File: src/rtl/port_policy_filter.sv
module port_policy_filter #(
  parameter int NPORTS = 10,
  parameter int PID_W = 4,
  parameter int PRIO_W = 3,
  parameter int MAC_W = 48,
  parameter logic [MAC_W-1:0] CTRL_MAC = 48'h0180C2000000
) (
  input  logic                     clk,
  input  logic                     rst_n,
  input  logic                     req_valid_i,
  output logic                     req_ready_o,
  input  logic [MAC_W-1:0]         req_dmac_i,
  input  logic [PID_W-1:0]         req_pid_i,
  input  logic [PRIO_W-1:0]        req_prio_i,
  input  logic                     req_prio_ok_i,
  input  logic                     lk_hit_i,
  input  logic [NPORTS-1:0]        lk_mask_i,
  input  logic [NPORTS-1:0]        lk_bcast_i,
  input  logic                     gen_i,
  input  logic [NPORTS-1:0]        cfg_learn_i,
  input  logic [NPORTS-1:0]        cfg_pass_i,
  input  logic [NPORTS-1:0]        cfg_ctrl_pass_i,
  input  logic [NPORTS-1:0]        cfg_fixprio_i,
  input  logic [NPORTS*PRIO_W-1:0] cfg_prioval_i,
  input  logic [NPORTS-1:0]        cfg_miss_bcast_i,
  input  logic                     uq_full_i,
  output logic                     dec_valid_o,
  input  logic                     dec_ready_i,
  output logic [NPORTS-1:0]        dec_mask_o,
  output logic [PRIO_W-1:0]        dec_prio_o,
  output logic                     dec_drop_o,
  output logic                     uq_push_o
);
  localparam logic [PID_W:0] NP = NPORTS[PID_W:0];

  logic              accept, pid_ok, is_ctrl, gate, want_bc, push_n;
  logic [NPORTS-1:0] sel;
  logic [NPORTS-1:0] mask_n;
  logic              drop_n;
  logic [PRIO_W-1:0] fixv, prio_n;

  assign req_ready_o = !dec_valid_o || dec_ready_i;
  assign accept      = req_valid_i && req_ready_o;
  assign pid_ok      = {1'b0, req_pid_i} < NP;
  assign sel         = pid_ok ? (NPORTS'(1) << req_pid_i) : '0;
  assign is_ctrl     = req_dmac_i == CTRL_MAC;

  assign gate    = gen_i && |(sel & (cfg_pass_i | (is_ctrl ? cfg_ctrl_pass_i : '0)));
  assign want_bc = |(sel & cfg_miss_bcast_i);
  assign push_n  = gate && !lk_hit_i && |(sel & cfg_learn_i) && !uq_full_i;

  always_comb begin
    if (!gate) begin
      mask_n = '0;
      drop_n = 1'b1;
    end else if (lk_hit_i) begin
      mask_n = lk_mask_i;
      drop_n = 1'b0;
    end else if (want_bc) begin
      mask_n = lk_bcast_i & ~sel;
      drop_n = 1'b0;
    end else begin
      mask_n = '0;
      drop_n = 1'b1;
    end
  end

  always_comb begin
    fixv = '0;
    for (int i = 0; i < NPORTS; i++)
      if (sel[i]) fixv = cfg_prioval_i[i*PRIO_W +: PRIO_W];
  end

  assign prio_n = |(sel & cfg_fixprio_i) ? fixv
                : (req_prio_ok_i ? req_prio_i : '0);

  always_ff @(posedge clk) begin
    if (!rst_n) begin
      dec_valid_o <= 1'b0;
      dec_mask_o  <= '0;
      dec_prio_o  <= '0;
      dec_drop_o  <= 1'b0;
      uq_push_o   <= 1'b0;
    end else begin
      uq_push_o <= accept && push_n;
      if (accept) begin
        dec_valid_o <= 1'b1;
        dec_mask_o  <= mask_n;
        dec_prio_o  <= prio_n;
        dec_drop_o  <= drop_n;
      end else if (dec_ready_i) begin
        dec_valid_o <= 1'b0;
      end
    end
  end

  p_gdis_r1: assert property (@(posedge clk) disable iff (!rst_n)
    accept && !gen_i |=> dec_drop_o && !uq_push_o);

  p_drop_clear_r5: assert property (@(posedge clk) disable iff (!rst_n)
    dec_valid_o && dec_drop_o |-> dec_mask_o == '0);

  p_no_push_full_r6: assert property (@(posedge clk) disable iff (!rst_n)
    uq_push_o |-> dec_valid_o && !$past(uq_full_i));

  p_bad_pid_r8: assert property (@(posedge clk) disable iff (!rst_n)
    accept && ({1'b0, req_pid_i} >= NP) |=> dec_drop_o && !uq_push_o);

  p_hold_r9: assert property (@(posedge clk) disable iff (!rst_n)
    dec_valid_o && !dec_ready_i |=> dec_valid_o && $stable(dec_mask_o)
      && $stable(dec_drop_o) && $stable(dec_prio_o));
endmodule

File: config.mk
export PLATFORM = sky130hd
export DESIGN_NAME = port_policy_filter
export DESIGN_NICKNAME = d
export VERILOG_FILES = /design/src/rtl/port_policy_filter.sv
export SDC_FILE = /design/constraint.sdc
export NUM_CORES = 1
export LEC_CHECK = 0
export ABC_AREA = 0
export BUFFER_PORTS_ARGS = -buffer_cell sky130_fd_sc_hd__buf_2
export CAP_MARGIN = 20
export CORE_AREA = 3 3 71 80
export CTS_CLUSTER_DIAMETER = 60
export DETAILED_ROUTE_END_ITERATION = 7
export DIE_AREA = 0 0 74 83
export PLACE_DENSITY = 0.8
export SKIP_LAST_GASP = 1
export SLEW_MARGIN = 10
export SYNTH_ARGS = -nofsm -noshare
export SYNTH_HDL_FRONTEND = slang
export SYNTH_SLANG_ARGS = --single-unit
File: constraint.sdc
create_clock -name clk -period 1.89 [get_ports clk]
set_input_delay 0.0945 -clock clk [delete_from_list [all_inputs] [get_ports clk]]
set_output_delay 0.0945 -clock clk [all_outputs]
set_load 0.02 [all_outputs]
### Word level (Yosys, flattened, before mapping)

Cells that the tools add are included.

| word-level totals | value |
|---|---|
| flip-flop bits (word level) | 16 |
| input port bits | 163 |
| output and inout bits | 17 |
| logic and storage cells | 52 |

| operators by class | value |
|---|---|
| order comparisons | 1 |
| eq/ne operators | 1 |
| shift-type cells | 1 |
| muxes and demuxes | 22 |
| bitwise gates (word level) | 7 |
| reductions and logical operators | 15 |

Operators by type and width:

| cell | count |
|---|---|
| $and 10x10->10 | 5 |
| $mux 10 | 5 |
| $eq 48x41->1 const B | 1 |
| $reduce_or 10->1 | 4 |
| $mux 3 | 12 |
| $not 10->10 | 1 |
| $or 10x10->10 | 1 |
| $shl 1x4->10 const A | 1 |
| $logic_and 1x1->1 | 6 |
| $mux 1 | 5 |
| $lt 4x4->1 const B | 1 |
| $logic_not 1->1 | 3 |
| $reduce_bool 2->1 | 1 |
| $logic_or 1x1->1 | 1 |

### Longest topological paths before layout

| depth | value |
|---|---|
| depth after elaboration | 13 |
| gate-level depth with buffers | 9 |
| mapped depth without buffers | 6 |

### Worst setup path before layout

No wires, ideal clock.

| timing | value |
|---|---|
| path type | input to register |
| from | input req_pid_i[0] |
| to | register dec_mask_o[0] |
| setup time | 0.060 ns |
| arrival time | 1.482 ns |
| required time | 1.830 ns |
| setup slack | 0.348 ns |
| stages | 8 |
| path buffers | 2 |
| path through | buf_6 > or2_1 > buf_6 > nor3_2 > a211oi_1 > and3_4 > a211oi_4 > a22o_1 |

| between the ends | value |
|---|---|
| longest elaborated chain between the ends | 7 |
| elaborated cells between the ends (all ways) | 13 |
| those cells by class | order compare (1); shift (1); mux (4); bitwise (4); reduce/logical (3) |

Ends and longest elaborated chain:

| item | RTL line | text |
|---|---|---|
| from (decl) | 13 | `input logic [PID_W-1:0] req_pid_i,` |
| $lt 4x4->1 / $shl 1x4->10 (equally long branches) | 44, 45 |  |
| $mux 10 (*) | 45 | `assign sel = pid_ok ? (NPORTS'(1) << req_pid_i) : '0;` |
| $and 10x10->10 / $not 10->10 (equally long branches) | 49, 60 |  |
| $reduce_or 10->1 / $and 10x10->10 (equally long branches) | 49, 60 |  |
| $mux 10 | 59 | `end else if (want_bc) begin` |
| $mux 10 | 56 | `end else if (lk_hit_i) begin` |
| $mux 10 (*) | 53 | `if (!gate) begin` |
| to (signal assigned) | 88 | `dec_mask_o <= mask_n;` |
| to (decl) | 29 | `output logic [NPORTS-1:0] dec_mask_o,` |

Every way passes the cells marked *; elsewhere a longest branch is shown, timed or not.
A chain may end at the register's enable or synchronous reset.

### Worst setup path in the final report

| timing | value |
|---|---|
| from | input req_pid_i[3] |
| to | register dec_mask_o[6] |

Same word-level chain as after synthesis.

==> results.ini <==
[sta]
period_needed_ns=1.591
rsz0062_at_grt=false
tightest_slew_ns=0.4648
relSlewSlack_pct=69.01
finalClockSkew_ns=0.003513
setup_viol=0
period_share_pct=84.20
drv_slew=0
finalSetupTns_ns=0
fmax_mhz=628.4
fin_ws_ns=0.2986
finalHoldViolations=0

[final_layout]
drive_gt1_share_pct=50.97
stdcell_count=472
seqCellArea_sq_um=320.3
final_util_pct=56.31
area_delta_synth_final_pct=58.51
insertedDiodeCount=0
multi_input_area_sq_um=1320
finalNetCount=578
fillCellCount=499
design_area_sq_um=2796

[pwr]
powerDensity_nw_per_um2=401.2
leakage_uw=0.001438
irDropWorstVdd_v=0.0002082

[synth]
post_synth_main_area_contributors=dfxtp_1 18%, o21ai_0 8.2%, a22o_1 7.9%, nand2_1 7.2%, mux2i_1 6.2%
synth_adder_area_share_pct=0
yosysSeqAreaShare_pct=18.16
syn_nets=399
avgSynthCellArea_sq_um=7.475
async_flop_share_pct=0
netlist_top_cells_count=34 x nand2_1, 29 x o21ai_0, 16 x a22o_1, 16 x dfxtp_1, 12 x nor2_1
synth_seq_cells=16
synthesis.area_sq_um=1764
synth_flop_cell=dfxtp_1
synthSimpleGateAreaFrac_pct=30.71
synth.most_common_cell=nand2_1
synth_xor_area_share_pct=0
synthMuxAreaShare_pct=10.07
synth_edf_count=0
synth_top_area_share_pct=18.16
ys_warn_count=0
syn_inst=236
ys_types=55
yosys.area.top_type=dfxtp_1
synth_compound_area_share_pct=34.04
synth_top_family_by_area=compound AO/OA/AOI/OAI gates

[cts]
clock_tree.buffer_depth=2
h-tree-depth=1
ctsResizeCount=0
clock_latency_ns=0.25
cts_made_buffers=3
cts_sinks=16
post_cts_buffers=0
clk_transition_reported_paths_ns=0.07
cts_root_buffer=clkbuf_8
cts_hold_buf=0
cts_tree=done

[detailed_routing]
wl_per_cell_um=15.64
vias=2573
wirelength_mm=7.382
drcViolationCount=0
first_pass_iters=5
via_per_inst=5.451
drtIter0Drc=161
ant_nets=0

[grt]
grt-ovfl-total=0
grt_pass1_vias=2520
grt_pass1_wl_mm=11.59
grt_start_max_net_pins=23
antenna_found_initial=0
groute.usage.overall_pct=22.87

[worst_hold_path]
holdPathStages=2
hold_path.class=in2reg

[setup_path]
max_stage_delay_ns=0.35
end_kind=flip-flop
critical_path_class=in2reg
crit_slowest_cell=a211oi_2
crit_family=compound AO/OA/AOI/OAI gates
cp.arrival_ns=1.73
cp_max_fo=14
r2r_cells=6
cp.depth=9
start_kind=input port
crit_buf_inv=3
crit_chain=buf_2 > buf_4 > nor3b_2 > a22oi_1 > o21ai_1 > a211oi_2 > a211oi_4 > buf_12 > a22o_1
cp.required_ns=2.03

[floorplanning]
rows=27
die-area_sq_um=6142
coreArea_sq_um=4966
top_level_ports=180
initial_core_util_pct=35.53
die_w_um=74
die_y_um=83

[placed_design]
dp_slack_ns=0.02753
dp_hpwl_mm=6.355
dp.cells=468
gp_congestion=0.8590
io_buffer_count=179
placed_area_sq_um=2741

[outcome]
status=complete, no violations

[flow_run]
maxCapViolCount=0

[cell families (layout without fill, tap and decap cells)]
logic type,count (synthesis),in the layout
flip-flops,16,16
AND/OR/NAND/NOR,96,96
multiplexers,16,16
buffers and inverters,23,201
AO/OA/AOI/OAI,85,85
[worst register-to-register path, cell delays in order (launching register included)]
cell and delay, ns:
dfxtp_1 0.31, nand2b_1 0.14, and3_1 0.25, nand2_1 0.14, a211oi_4 0.21, buf_12 0.16
a22o_1 0.12
[where the power goes]
group	internal, uW	switching (uW)
clock	185	118
combinational	241	224
sequential	348	5.90
[stage by stage]
| stage | power, uW | hold slack (ns) |
|---|---|---|
| after floorplan | 587.3 | 0.2156 |
| after CTS | 1118 | 0.05638 |
| after global placement | 814.9 | 0.3160 |
| after detailed placement | 822.0 | 0.3195 |
| final | 1122 | 0.05963 |
| after global routing | 1184 | 0.07288 |
[path summary, 6_finish.rpt]
check                                    from            end  slack [ns]
worst min-delay path                    gen_i     dec_drop_o        0.06
worst max-delay path             req_pid_i[3]  dec_mask_o[6]        0.30
worst min register to register  dec_mask_o[4]  dec_mask_o[4]        0.47
worst max register to register    dec_valid_o  dec_mask_o[5]        0.51
[sequential cells by signal, indices dropped and copies added (netlist names)]
name / count
uq_push_o: 1
dec_valid_o: 1
dec_drop_o: 1
dec_mask_o: 10
dec_prio_o: 3
[placed cells by master, fill, tap and decap left out, types with 2 or more instances in the layout]
master | Yosys | layout
inv_1 | 4 | 4
nand4_1 | 3 | 3
a222oi_1 | 2 | 2
a31oi_1 | 3 | 3
or2_1 | 2 | 2
dfxtp_1 | 16 | 16
nor2b_1 | 4 | 4
o21ai_1 | 3 | 3
buf_2 | 6 | 179
a22oi_1 | 4 | 4
and2_1 | 4 | 4
a21oi_1 | 6 | 6
mux2_2 | 4 | 4
nand3b_1 | 5 | 5
a22o_1 | 16 | 16
clkbuf_8 | 0 | 4
and3b_1 | 3 | 3
nor4_1 | 8 | 8
nand2b_1 | 4 | 4
o21bai_1 | 2 | 2
nand3_1 | 4 | 4
a21o_1 | 2 | 2
buf_4 | 2 | 13
o211ai_1 | 3 | 3
o21ai_0 | 29 | 29
nor2_1 | 12 | 12
nor4b_1 | 3 | 3
mux2i_1 | 11 | 11
a32oi_1 | 3 | 3
nand2_1 | 34 | 34
[area by class of cell]
| class | count | share of cell area, % |
|---|---|---|
| clock buffer | 4 | 1.969 |
| inverter | 4 | 0.5369 |
| multi-input combinational | 197 | 47.20 |
| sequential | 16 | 11.45 |
| tap | 58 | 2.595 |
| timing repair buffer | 193 | 36.24 |
[per-layer routing]
metal	part of all wire, %	global-route usage [%]	wire [um]	vias to the layer above
met4	1.8	6.096	132	0
li1	-	-	-	1251
met2	49	37.74	3614	132
met5	0	0	0	-
met3	8.3	2.058	616	14
met1	41	31.23	3019	1176
(Power assumes the default switching activity.)
